File: src/rtl/irq_route_pkg.sv
package irq_route_pkg;

    typedef enum logic [1:0] {
        SH_NONE   = 2'd0,
        SH_SELF   = 2'd1,
        SH_ALL    = 2'd2,
        SH_OTHERS = 2'd3
    } shorthand_e;

    typedef enum logic [1:0] {
        ST_IDLE  = 2'd0,
        ST_MATCH = 2'd1,
        ST_ARB   = 2'd2,
        ST_SEND  = 2'd3
    } state_e;

    localparam logic [2:0] DM_LOWEST = 3'b001;
    localparam int         STATUS_BIT = 12;

    typedef struct packed {
        logic [7:0] vector;
        logic [2:0] mode;
        logic       logical;
        logic       level;
        logic       trigger;
        shorthand_e shorthand;
        logic [7:0] dest;
    } cmd_t;

    function automatic cmd_t unpack_cmd(input logic [31:0] lo, input logic [7:0] dest);
        cmd_t c;
        c.vector    = lo[7:0];
        c.mode      = lo[10:8];
        c.logical   = lo[11];
        c.level     = lo[14];
        c.trigger   = lo[15];
        c.shorthand = shorthand_e'(lo[19:18]);
        c.dest      = dest;
        return c;
    endfunction

endpackage

File: src/rtl/irq_cmd_regs.sv
module irq_cmd_regs (
    input  logic        clk,
    input  logic        rst_n,
    input  logic        lo_we,
    input  logic        hi_we,
    input  logic [31:0] wdata,
    output logic [31:0] lo_q,
    output logic [7:0]  dest_q
);
    import irq_route_pkg::*;

    always_ff @(posedge clk or negedge rst_n) begin
        if (!rst_n) begin
            lo_q   <= '0;
            dest_q <= '0;
        end else begin
            if (lo_we) begin
                lo_q             <= wdata;
                lo_q[STATUS_BIT] <= 1'b0;
            end
            if (hi_we) begin
                dest_q <= wdata[31:24];
            end
        end
    end

endmodule

File: src/rtl/irq_dest_match.sv
module irq_dest_match #(
    parameter int N_TGT = 4,
    parameter int ID_W  = 8,
    parameter int IDX_W = 2
) (
    input  logic                    logical,
    input  logic [1:0]              shorthand,
    input  logic [ID_W-1:0]         dest,
    input  logic [IDX_W-1:0]        src_idx,
    input  logic [N_TGT*ID_W-1:0]   phys_id,
    input  logic [N_TGT*ID_W-1:0]   log_id,
    input  logic [N_TGT-1:0]        cluster,
    output logic [N_TGT-1:0]        hit
);
    import irq_route_pkg::*;

    localparam int NIB = ID_W / 2;

    for (genvar i = 0; i < N_TGT; i++) begin : g_tgt
        logic [ID_W-1:0] pid;
        logic [ID_W-1:0] lid;
        logic            is_self;
        logic            phys_hit;
        logic            flat_hit;
        logic            clus_hit;
        logic            addr_hit;

        assign pid      = phys_id[i*ID_W +: ID_W];
        assign lid      = log_id[i*ID_W +: ID_W];
        assign is_self  = (IDX_W'(i) == src_idx);
        assign phys_hit = (&dest) || (dest == pid);
        assign flat_hit = |(lid & dest);
        assign clus_hit = (lid[ID_W-1:NIB] == dest[ID_W-1:NIB]) &&
                          (|(lid[NIB-1:0] & dest[NIB-1:0]));
        assign addr_hit = !logical ? phys_hit :
                          (cluster[i] ? clus_hit : flat_hit);

        always_comb begin
            unique case (shorthand_e'(shorthand))
                SH_NONE:   hit[i] = addr_hit;
                SH_SELF:   hit[i] = is_self;
                SH_ALL:    hit[i] = 1'b1;
                SH_OTHERS: hit[i] = !is_self;
                default:   hit[i] = 1'b0;
            endcase
        end
    end

endmodule

File: src/rtl/irq_rr_pick.sv
module irq_rr_pick #(
    parameter int N_TGT = 4,
    parameter int IDX_W = 2
) (
    input  logic [N_TGT-1:0] cand,
    input  logic [IDX_W-1:0] last_idx,
    output logic             found,
    output logic [IDX_W-1:0] win_idx,
    output logic [N_TGT-1:0] win_onehot
);

    always_comb begin
        found   = 1'b0;
        win_idx = last_idx;
        for (int k = 1; k <= N_TGT; k++) begin
            int idx;
            idx = int'(last_idx) + k;
            if (idx >= N_TGT) begin
                idx = idx - N_TGT;
            end
            if (!found && cand[idx]) begin
                found   = 1'b1;
                win_idx = IDX_W'(idx);
            end
        end
    end

    always_comb begin
        win_onehot = '0;
        if (found) begin
            win_onehot[win_idx] = 1'b1;
        end
    end

endmodule

File: src/rtl/irq_dest_router.sv
module irq_dest_router #(
    parameter int N_TGT = 4,
    parameter int ID_W  = 8,
    parameter int IDX_W = (N_TGT > 1) ? $clog2(N_TGT) : 1
) (
    input  logic                  clk,
    input  logic                  rst_n,
    input  logic                  cmd_lo_wr,
    input  logic                  cmd_hi_wr,
    input  logic [31:0]           wr_data,
    input  logic [IDX_W-1:0]      src_idx,
    input  logic [N_TGT*ID_W-1:0] tgt_phys_id,
    input  logic [N_TGT*ID_W-1:0] tgt_log_id,
    input  logic [N_TGT-1:0]      tgt_cluster,
    input  logic [N_TGT-1:0]      tgt_enable,
    output logic [31:0]           cmd_lo_rd,
    output logic [31:0]           cmd_hi_rd,
    output logic                  dlv_valid,
    output logic [N_TGT-1:0]      dlv_mask,
    output logic [7:0]            dlv_vector,
    output logic [2:0]            dlv_mode,
    output logic                  dlv_level,
    output logic                  dlv_trigger
);
    import irq_route_pkg::*;

    localparam logic [IDX_W-1:0] PTR_INIT = IDX_W'(N_TGT - 1);

    state_e            state_q;
    state_e            state_d;
    logic [31:0]       lo_q;
    logic [7:0]        dest_q;
    cmd_t              cmd;
    logic              idle;
    logic              is_lowest;
    logic [N_TGT-1:0]  hit;
    logic [N_TGT-1:0]  hit_q;
    logic [N_TGT-1:0]  out_q;
    logic [IDX_W-1:0]  ptr_q;
    logic              pick_found;
    logic [IDX_W-1:0]  pick_idx;
    logic [N_TGT-1:0]  pick_onehot;

    assign idle      = (state_q == ST_IDLE);
    assign cmd       = unpack_cmd(lo_q, dest_q);
    assign is_lowest = (cmd.mode == DM_LOWEST);

    irq_cmd_regs i_regs (
        .clk    (clk),
        .rst_n  (rst_n),
        .lo_we  (cmd_lo_wr && idle),
        .hi_we  (cmd_hi_wr && idle),
        .wdata  (wr_data),
        .lo_q   (lo_q),
        .dest_q (dest_q)
    );

    irq_dest_match #(
        .N_TGT (N_TGT),
        .ID_W  (ID_W),
        .IDX_W (IDX_W)
    ) i_match (
        .logical   (cmd.logical),
        .shorthand (cmd.shorthand),
        .dest      (cmd.dest[ID_W-1:0]),
        .src_idx   (src_idx),
        .phys_id   (tgt_phys_id),
        .log_id    (tgt_log_id),
        .cluster   (tgt_cluster),
        .hit       (hit)
    );

    irq_rr_pick #(
        .N_TGT (N_TGT),
        .IDX_W (IDX_W)
    ) i_pick (
        .cand       (hit_q & tgt_enable),
        .last_idx   (ptr_q),
        .found      (pick_found),
        .win_idx    (pick_idx),
        .win_onehot (pick_onehot)
    );

    // State register
    always_ff @(posedge clk or negedge rst_n) begin
        if (!rst_n) begin
            state_q <= ST_IDLE;
        end else begin
            state_q <= state_d;
        end
    end

    // Next-state logic
    always_comb begin
        state_d = state_q;
        unique case (state_q)
            ST_IDLE:  if (cmd_lo_wr) state_d = ST_MATCH;
            ST_MATCH: state_d = is_lowest ? ST_ARB : ST_SEND;
            ST_ARB:   state_d = ST_SEND;
            ST_SEND:  state_d = ST_IDLE;
            default:  state_d = ST_IDLE;
        endcase
    end

    // Datapath registers advanced by the state machine
    always_ff @(posedge clk or negedge rst_n) begin
        if (!rst_n) begin
            hit_q <= '0;
            out_q <= '0;
            ptr_q <= PTR_INIT;
        end else begin
            unique case (state_q)
                ST_MATCH: begin
                    hit_q <= hit;
                    out_q <= is_lowest ? '0 : hit;
                end
                ST_ARB: begin
                    out_q <= pick_onehot;
                    if (pick_found) begin
                        ptr_q <= pick_idx;
                    end
                end
                default: begin
                end
            endcase
        end
    end

    // Outputs
    always_comb begin
        dlv_valid   = 1'b0;
        dlv_mask    = '0;
        unique case (state_q)
            ST_SEND: begin
                dlv_valid = |out_q;
                dlv_mask  = out_q;
            end
            default: begin
            end
        endcase
        dlv_vector  = cmd.vector;
        dlv_mode    = cmd.mode;
        dlv_level   = cmd.level;
        dlv_trigger = cmd.trigger;
        cmd_lo_rd   = lo_q;
        cmd_hi_rd   = {dest_q, 24'h0};
    end

endmodule

File: config.mk
export PLATFORM = sky130hd
export DESIGN_NAME = irq_dest_router
export DESIGN_NICKNAME = d
export VERILOG_FILES = /design/src/rtl/irq_route_pkg.sv /design/src/rtl/irq_cmd_regs.sv /design/src/rtl/irq_dest_match.sv /design/src/rtl/irq_rr_pick.sv /design/src/rtl/irq_dest_router.sv
export SDC_FILE = /design/constraint.sdc
export NUM_CORES = 1
export LEC_CHECK = 0
export ABC_AREA = 1
export BUFFER_PORTS_ARGS = -buffer_cell sky130_fd_sc_hd__buf_2
export CORE_AREA = 2 2 94 96
export CTS_BUF_LIST = sky130_fd_sc_hd__clkbuf_16
export CTS_CLUSTER_SIZE = 8
export DETAILED_ROUTE_END_ITERATION = 10
export DIE_AREA = 0 0 96 98
export GPL_ROUTABILITY_DRIVEN = 0
export GPL_TIMING_DRIVEN = 1
export PLACE_DENSITY = 0.82
export SLEW_MARGIN = 20
export SYNTH_ARGS = -nofsm -noshare
export SYNTH_HDL_FRONTEND = slang
export SYNTH_SLANG_ARGS = --single-unit
File: constraint.sdc
create_clock -name clk -period 2.3 [get_ports clk]
set_clock_uncertainty 0.1 [all_clocks]
set_input_delay 0.23 -clock clk [delete_from_list [all_inputs] [get_ports clk]]
set_output_delay 0.23 -clock clk [all_outputs]
set_load 0.03 [all_outputs]
=== After elaboration in Yosys (flattened, before gate mapping) ===
Cells that the tools add are included.

* Add/subtract/negate cells: 8
* Order comparisons: 10
* Eq/ne operators: 19
* Multiplexer cells: 46
* Bitwise gates (word level): 9
* Reduce and logical (&&, ||, !) cells: 36

{| class="wikitable"
|+ Operator list
! cell !! count
|-
| >= comparator 32 x 4 -> 1 bit (second input constant) || 4
|-
| less-than comparator 32 x 4 -> 1 bit (second input constant) || 4
|-
| 2-to-1 mux 32 bit || 4
|-
| subtractor 32 x 4 -> 32 bit (second input constant) || 4
|-
| AND 8 bit || 4
|-
| equality test 8 bit || 4
|-
| OR reduction 8 bit || 4
|-
| 2-to-1 mux 1 bit || 23
|-
| AND 4 bit || 5
|-
| OR reduction 4 bit || 5
|-
| equality test 4 bit || 4
|-
| one-hot mux 1 bit (4 select lines) || 4
|-
| 2-to-1 mux 4 bit || 3
|-
| logical AND 1 bit || 10
|-
| 2-to-1 mux 2 bit || 5
|-
| binary-select mux 1 bit (select 2 bit) || 4
|-
| equality test 2 bit (second input constant) || 4
|-
| one-hot mux 2 bit (4 select lines) || 1
|-
| one-hot mux 4 bit (2 select lines) || 1
|-
| AND reduction 8 bit || 1
|-
| logical NOT 1 bit || 7
|-
| adder 2 x 2 -> 3 bit (second input constant) || 2
|-
| logical NOT 2 bit || 3
|-
| adder 2 x 3 -> 4 bit (second input constant) || 1
|-
| 12 further kinds || 17
|}

* Flip-flop bits (word level): 51
* Input port bits: 110
* Output and inout port bits: 82
* Logic and storage cells: 134

=== Longest topological paths before layout ===
Gate-level depths: netlist of the first run.

* Word-level depth: 22
* Gate-level depth with buffers: 15
* Mapped depth without buffers: 14

=== By module ===
Synthesis of the first run repeated with hierarchy kept, for this count alone.

* Cells, all modules: 608
* Area, all modules: 4,043.9 um^2

{| class="wikitable"
|+ Modules (own cells, without submodules)
! module !! times used !! cells each !! area each (um^2)
|-
| irq_cmd_regs || 1 || 167 || 1,468.9
|-
| irq_dest_match || 1 || 231 || 1,189.9
|-
| irq_dest_router || 1 || 135 || 993.5
|-
| irq_rr_pick || 1 || 75 || 391.6
|}

=== Worst setup path after synthesis of the first run ===
No wires, ideal clock.

* Path kind: reg2reg
* From: register state_q[0]
* To: register i_regs.lo_q[0]
* Arrival time: 1.553 ns
* Data required time: 2.075 ns
* Setup slack: 0.523 ns
* Stages on the path, launching flop included: 6
* Clock period less this slack: 1.777 ns
* Cells stage by stage: dfrtp_1 -> inv_1 -> ha_1 -> nand2_1 -> clkbuf_1 -> mux2_2

* Longest elaborated chain between the ends: 2

{| class="wikitable"
|+ RTL lines
! item !! RTL line !! text
|-
| from (decl) || irq_dest_router.sv:29 || <nowiki>state_e state_q;</nowiki>
|-
| from (signal assigned) || irq_dest_router.sv:89 || <nowiki>state_q <= state_d;</nowiki>
|-
| logical NOT 2 bit || irq_dest_router.sv:44 || <nowiki>assign idle = (state_q == ST_IDLE);</nowiki>
|-
| logical AND 1 bit || irq_dest_router.sv:51 || <nowiki>.lo_we (cmd_lo_wr && idle),</nowiki>
|-
| to (signal assigned) || irq_cmd_regs.sv:18 || <nowiki>lo_q <= wdata;</nowiki>
|-
| to (decl) || irq_cmd_regs.sv:7 || <nowiki>output logic [31:0] lo_q,</nowiki>
|}

Every way passes these cells.
A chain may end at the register's enable or synchronous reset.

=== Worst setup path in the final report of the first run ===
* From: register i_regs.dest_q[7]
* To: register out_q[0]

* Longest elaborated chain between the ends: 7
* Elaborated cells on any way between the ends: 12
* Those cells by class: eq/ne (2); mux (5); bitwise (1); reduce/logical (4)

{| class="wikitable"
|+ RTL lines
! item !! RTL line !! text
|-
| from (decl) || irq_cmd_regs.sv:8 || <nowiki>output logic [7:0] dest_q</nowiki>
|-
| from (signal assigned) || irq_cmd_regs.sv:22 || <nowiki>dest_q <= wdata[31:24];</nowiki>
|-
| AND 8 bit or equality test 4 bit (tied branches) || irq_dest_match.sv:32, irq_dest_match.sv:33 ||
|-
| OR reduction 8 bit or logical AND 1 bit (tied branches) || irq_dest_match.sv:32, irq_dest_match.sv:33 ||
|-
| 2-to-1 mux 1 bit || irq_dest_match.sv:36 || <nowiki>(cluster[i] ? clus_hit : flat_hit);</nowiki>
|-
| 2-to-1 mux 1 bit * || irq_dest_match.sv:35 || <nowiki>assign addr_hit = !logical ? phys_hit :</nowiki>
|-
| one-hot mux 1 bit (4 select lines) * || irq_dest_match.sv:39 || <nowiki>unique case (shorthand_e'(shorthand))</nowiki>
|-
| 2-to-1 mux 4 bit * || irq_dest_router.sv:115 || <nowiki>out_q <= is_lowest ? '0 : hit;</nowiki>
|-
| one-hot mux 4 bit (2 select lines) * || irq_dest_router.sv:112 || <nowiki>unique case (state_q)</nowiki>
|-
| to (signal assigned) || irq_dest_router.sv:115 ||
|-
| to (signal assigned) || irq_dest_router.sv:118 || <nowiki>out_q <= pick_onehot;</nowiki>
|-
| to (decl) || irq_dest_router.sv:38 || <nowiki>logic [N_TGT-1:0] out_q;</nowiki>
|}

Every way passes the cells marked *; elsewhere a longest branch is shown, timed or not.

==> impl_metrics.tcl, run 1 <==
set metrics [dict create \
    status "complete, no violations" \
    port_buffers 165 \
    worstPathCellList "ha_1 -> nor2_1 -> nand2_1 -> nand2_1 -> nand2_1 -> a21oi_1 -> nand2_1 -> nand2_1 -> nand2_1 -> nand2_1 -> nor2_1 -> nor2_1" \
    drt-initial-drc-count 132 \
    die_h_um 98 \
    placedCellCount 768 \
    p_total_mw 6.98 \
    start_kind "flop" \
    gr-total-overflow 0 \
    crit_top_cell "nand2_1" \
    netlist_top_cells_count "159 x nand2_1, 52 x inv_1, 49 x dfrtp_1" \
    detailroute.via_count 3624 \
    core_mm2 0.00847 \
    multiInputGateArea_mm2 0.00209 \
    layout.nets 799 \
    ant_nets 0 \
    hold_ws_ns 0.0767 \
    final_cells 777 \
    synth_area_mm2 0.00386 \
    p_leak_nw 2.71 \
    slowest_stage "dfrtp_1" \
    post_drt_wl_per_cell_um 12.1 \
    ctsHtreeMaxLevel 2 \
    worst_slack_ns 0.379 \
    min_path_type "in2reg" \
    yosysSeqAreaShare 0.331 \
    area_growth_syn_to_layout_pct 23.8 \
    totalWireLength_um 9380 \
    hpwl_um 7750 \
    worstPathMaxFanout 11 \
    final-hold-violation-count 0 \
    yosysMostFrequentCell "nand2_1" \
    cap_violations 0 \
    max_stage_delay_ns 0.63 \
    seqCellArea_mm2 0.00128 \
    fin_setup_tns_ns 0 \
    vdd_ir_drop_max_mv 1.10 \
    min_period_ns 1.92 \
    synth_top_area_frac 0.318 \
    rsz0062_at_grt "no" \
    postSynthAreaPerCell_um2 7.43 \
    io_pins 192 \
    antenna_found_initial 0 \
    ys_ff_latch 51 \
    slew_violations 0 \
    cts_made_buffers 5 \
    crit_cells 12 \
    place_ws_ns 0.369 \
    nFillCells 804 \
    synth_area_leaders "dfrtp_1 32%, nand2_1 15%, buf_4 7.6%" \
    postSynthCellCount 519 \
    fmaxAchievable_ghz 0.521 \
    grt_pass1_vias 3385 \
    drc_errors 0 \
    crit_buf_inv 0 \
    worstPathRequired_ns 2.41 \
    synth_edf_count 0 \
    clock_latency_ns 0.28 \
    drive_above_1_share 0.330 \
    grt_usage 0.199 \
    pwr_density_cell_mw_per_mm2 1460 \
    worstPathArrival_ns 2.04 \
    fp.dieW_um 96 \
    setup_viol 0 \
    synth_ff_type "dfrtp_1" \
    min_period_over_period 0.835 \
    cts-root-buf "clkbuf_16" \
    relSlewSlack 0.615 \
    yosysTopAreaCell "dfrtp_1" \
    grt_pass1_wl_um 15000 \
    drtPass1Iterations 4 \
    post_drt_via_cell_ratio 4.66 \
    r2r_cells 12 \
    synthArstFlopShare 1.00 \
    fp-row-count 34 \
    antenna_cells 0 \
    clk_pin_slew_ns 0.07 \
    cts.sinks 51 \
    grt_max_degree 33 \
    clockBufferDepth 2 \
    tightest_slew_ns 0.578 \
    ys_types 32 \
    synth_warnings 0 \
    dieArea_mm2 0.00941 \
    cts_tree "built" \
    worstSetupPathType "reg2reg" \
    cpLargestDelayFamily "simple AND/OR/NAND/NOR gates" \
    start_util 0.456 \
    min_path_cells 2 \
    endpoint_kind "flop" \
]
[kinds of logic after synthesis]
group,Yosys count,share of synthesized area
other,1,0.000972
multiplexers,19,0.0554
AO/OA/AOI/OAI,44,0.0629
adder cells (fa/ha/maj),21,0.0681
flip-flops,51,0.331
XOR/XNOR,26,0.0590
AND/OR/NAND/NOR,248,0.271
buffers and inverters,109,0.151
[worst paths after layout]
check | from | slack [ns] | endpoint
worst max register to register | i_regs.dest_q[7] | 0.38 | out_q[0]
max in group asynchronous | rst_n | 1.16 | i_regs.lo_q[11]
worst min register to register | i_regs.lo_q[29] | 0.39 | i_regs.lo_q[29]
min in group asynchronous | rst_n | 0.38 | i_regs.lo_q[17]
worst min-delay path | wr_data[2] | 0.08 | i_regs.lo_q[2]
worst max-delay path | i_regs.dest_q[7] | 0.38 | out_q[0]
[placed cells by master, fill, tap and decap left out, types with 5 or more instances in the layout]
master	count
nand3_1	21
nand2_4	7
ha_1	21
nand2_2	6
xnor2_1	22
o21ai_0	17
buf_4	5
a21oi_1	15
dfrtp_1	49
clkbuf_16	5
nor2_1	48
conb_1	25
inv_1	52
mux2_2	19
nand2_1	159
buf_2	165
[layout make-up]
cell class / instances / share of cell area
clock buffer: 5 / 0.0262
clock inverter: 3 / 0.00890
inverter: 55 / 0.0453
multi-input combinational: 383 / 0.437
sequential: 51 / 0.268
tap: 108 / 0.0283
timing repair buffer: 172 / 0.187
[routing by layer]
layer / vias up / wire length [um] / share of wire / track usage
li1: 1851 / - / - / -
met2: 132 / 4470 / 0.48 / 0.331
met4: 0 / 173 / 0.018 / 0.0527
met5: - / 0 / 0 / 0
met1: 1629 / 4050 / 0.43 / 0.259
met3: 12 / 688 / 0.073 / 0.0440
[repair_timing]
item / 4_1_cts / 5_1_grt
setup buffers: 0 / 0
hold buffers: 1 / 0
hold endpoints to repair: 21 / 0
resized for setup: 0 / 0
[stage by stage]
| step | instance area [um^2] | utilization |
|---|---|---|
| floorplan | 3950 | - |
| global placement | 4600 | 0.543 |
| detailed placement | 4600 | 0.543 |
| CTS | 4780 | 0.564 |
| global route | 4780 | 0.564 |
| finish | 4780 | 0.564 |
[registers in the layout (all words and copies together) (netlist names)]
signal,flops
hit_q,4
i_regs.dest_q,8
i_regs.lo_q,31
out_q,4
ptr_q,2
state_q,2
[where the power goes]
part	switching, mW	internal [mW]	leakage (nW)
registers	0.520	1.35	0.597
clock network	0.307	0.513	0.0818
logic	2.78	1.51	2.03
(Power assumes the default switching activity.)
==> run 2, diff against run 1 <==
ABC_AREA = 0   (was 1)
CORE_AREA = 2 2 95 97   (was 2 2 94 96)
DIE_AREA = 0 0 97 99   (was 0 0 96 98)
PLACE_DENSITY = 0.78   (was 0.82)
clock period = 1.6 ns   (was 2.3 ns; I/O delays follow)
==> impl_metrics.tcl, run 2 <==
set metrics [dict create \
    post_drt_via_cell_ratio 5.11 \
    fmaxAchievable_ghz 0.483 \
    max_stage_delay_ns 0.47 \
    slew_violations 0 \
    start_kind "flop" \
    postSynthAreaPerCell_um2 10.6 \
    largest_register_ffs 31 \
    antenna_found_initial 0 \
    reg_top3 "i_regs.lo_q (31), i_regs.dest_q (8)" \
    setup_viol 8 \
    layout_common_cells "165 x buf_2, 41 x mux2_2, 41 x dfrtp_1" \
    final_common_cell "buf_2" \
    area_growth_syn_to_layout_pct 47.6 \
    hpwl_um 7800 \
    ys_ff_latch 51 \
    synth_area_mm2 0.00342 \
    fp.dieW_um 97 \
    routed.top_layer "met4" \
    drtPass1Iterations 4 \
    tightest_slew_ns 0.513 \
    clockBufferDepth 2 \
    cts-root-buf "clkbuf_16" \
    synth_edf_count 0 \
    ctsHtreeMaxLevel 2 \
    detailroute.via_count 3161 \
    synth_ff_type "dfrtp_1" \
    yosysMostFrequentCell "dfrtp_1" \
    final-hold-violation-count 0 \
    ys_types 40 \
    relSlewSlack 0.652 \
    status "finished, violations left" \
    grt_usage 0.199 \
    drc_errors 0 \
    nFillCells 702 \
    min_path_type "in2reg" \
    synth-xor-area-share 0.0922 \
    clock_latency_ns 0.29 \
    yosys.area_share.simple 0.0988 \
    port_buffers 165 \
    synthAdderAreaFrac 0.0768 \
    synth_top_area_frac 0.359 \
    layout.nets 641 \
    drive_above_1_share 0.573 \
    netlist_top_cells_count "49 x dfrtp_1, 41 x mux2_2, 39 x buf_4" \
    min_period_ns 2.07 \
    drt-initial-drc-count 61 \
    postSynthCellCount 324 \
    cts.sinks 51 \
    synth_top_family_by_area "multiplexers" \
    synthArstFlopShare 1.00 \
    cts_tree "built" \
    pwr_density_cell_mw_per_mm2 2160 \
    min_period_over_period 1.29 \
    slowest_stage "dfrtp_2" \
    crit_buf_inv 1 \
    violations "setup timing" \
    wl_met2_um 5330 \
    largest-register "i_regs.lo_q" \
    vdd_ir_drop_max_mv 1.32 \
    grt_pass1_wl_um 15400 \
    die_h_um 99 \
    synth.area.mux_share 0.135 \
    worstPathCellList "buf_4 -> xor2_1 -> nor4_2 -> a21oi_2 -> or4_1 -> a31oi_1" \
    yosysSeqAreaShare 0.374 \
    antenna_cells 0 \
    met3_length_um 707 \
    cpLargestDelayFamily "simple AND/OR/NAND/NOR gates" \
    synth_area_leaders "dfrtp_1 36%, mux2_2 14%, buf_4 8.6%" \
    clk_pin_slew_ns 0.07 \
    endpoint_kind "flop" \
    cap_violations 0 \
    gr-total-overflow 0 \
    final_area_mm2 0.00505 \
    cts_made_buffers 5 \
    synth_warnings 0 \
    post_drt_wl_per_cell_um 16.7 \
    io_pins 192 \
    fin_setup_tns_ns -2.85 \
    p_leak_nw 2.43 \
    hold_ws_ns 0.00345 \
    worstPathRequired_ns 1.71 \
    drt-met1-wl_um 4020 \
    dieArea_mm2 0.00960 \
    grt_pass1_vias 3289 \
    worstPathArrival_ns 2.18 \
    worst_slack_ns -0.471 \
    fp-row-count 34 \
    worstPathMaxFanout 6 \
    start_util 0.400 \
    core_mm2 0.00855 \
    totalWireLength_um 10400 \
    ant_nets 0 \
    dpl-instance-area_mm2 0.00446 \
    worstSetupPathType "reg2reg" \
    rsz0062_at_grt "yes" \
    synth_compound_area_frac 0.100 \
    grt_max_degree 52 \
    yosysTopAreaCell "dfrtp_1" \
]
## run 2: cell types whose count changed after synthesis, sizes merged, moves of 12 or more
cell and delta:
nor4 +12, xor2 +29, xnor2 -19, o21ai -12, mux2 +22, nand3 -18, inv -48, nor2 -37
nand2 -156
## run 2: metal layers
layer  track usage  vias to the layer above
met5             0                        -
met4        0.0726                        0
met3        0.0504                       29
met2         0.375                      151
met1         0.215                     1511
li1              -                     1470
## run 2: report_power, final
part / switching [mW] / internal, mW
clock: 0.488 / 0.739
combinational: 3.90 / 3.02
sequential: 0.734 / 2.01
total: 5.12 / 5.77
## run 2: timing repair
item                                    in CTS  in global routing
hold endpoints to repair                    58                  0
pin swaps                                    7                 11
hold buffers                                10                  0
cloned                                       0                  2
endpoints found under the setup margin      14                 46
setup buffers                                0                  3
gates resized for setup                     16                 26
## run 2: logic make-up (layout without fill, tap and decap cells)
family,after synthesis,count (layout)
AO/OA/AOI/OAI,50,50
XOR/XNOR,36,36
adder cells (fa/ha/maj),21,21
buffers and inverters,59,222
flip-flops,51,51
multiplexers,41,41
other,1,25
AND/OR/NAND/NOR,65,65
## run 2: final timing paths
check,start,to,slack (ns),cells after the start
max,i_regs.dest_q[2],hit_q[2],-0.47,6
min,wr_data[11],i_regs.lo_q[11],0.003,2
max reg2reg,i_regs.dest_q[2],hit_q[2],-0.47,6
min reg2reg,i_regs.lo_q[13],i_regs.lo_q[13],0.40,1
max in group asynchronous,rst_n,ptr_q[1],0.81,3
min in group asynchronous,rst_n,i_regs.lo_q[7],0.31,3
## run 2: stage by stage
stage          setup WS, ns  utilization  cells  power [mW]
4_1_cts              -0.432        0.564    614        10.3
3_5_place_dp         -0.463        0.522    596        8.88
2_1_floorplan        -0.391            -    348        7.15
6_report             -0.471        0.590    619        10.9
5_1_grt              -0.524        0.590    619        11.5
3_3_place_gp         -0.473        0.522    596        8.65
## run 2: cell type report
cell class | count | area (um^2) | area share
clock inverter | 3 | 42.5 | 0.00843
tap | 108 | 135 | 0.0268
clock buffer | 5 | 125 | 0.0248
inverter | 6 | 22.5 | 0.00446
multi-input combinational | 238 | 2170 | 0.430
sequential | 51 | 1290 | 0.256
timing repair buffer | 208 | 1260 | 0.249
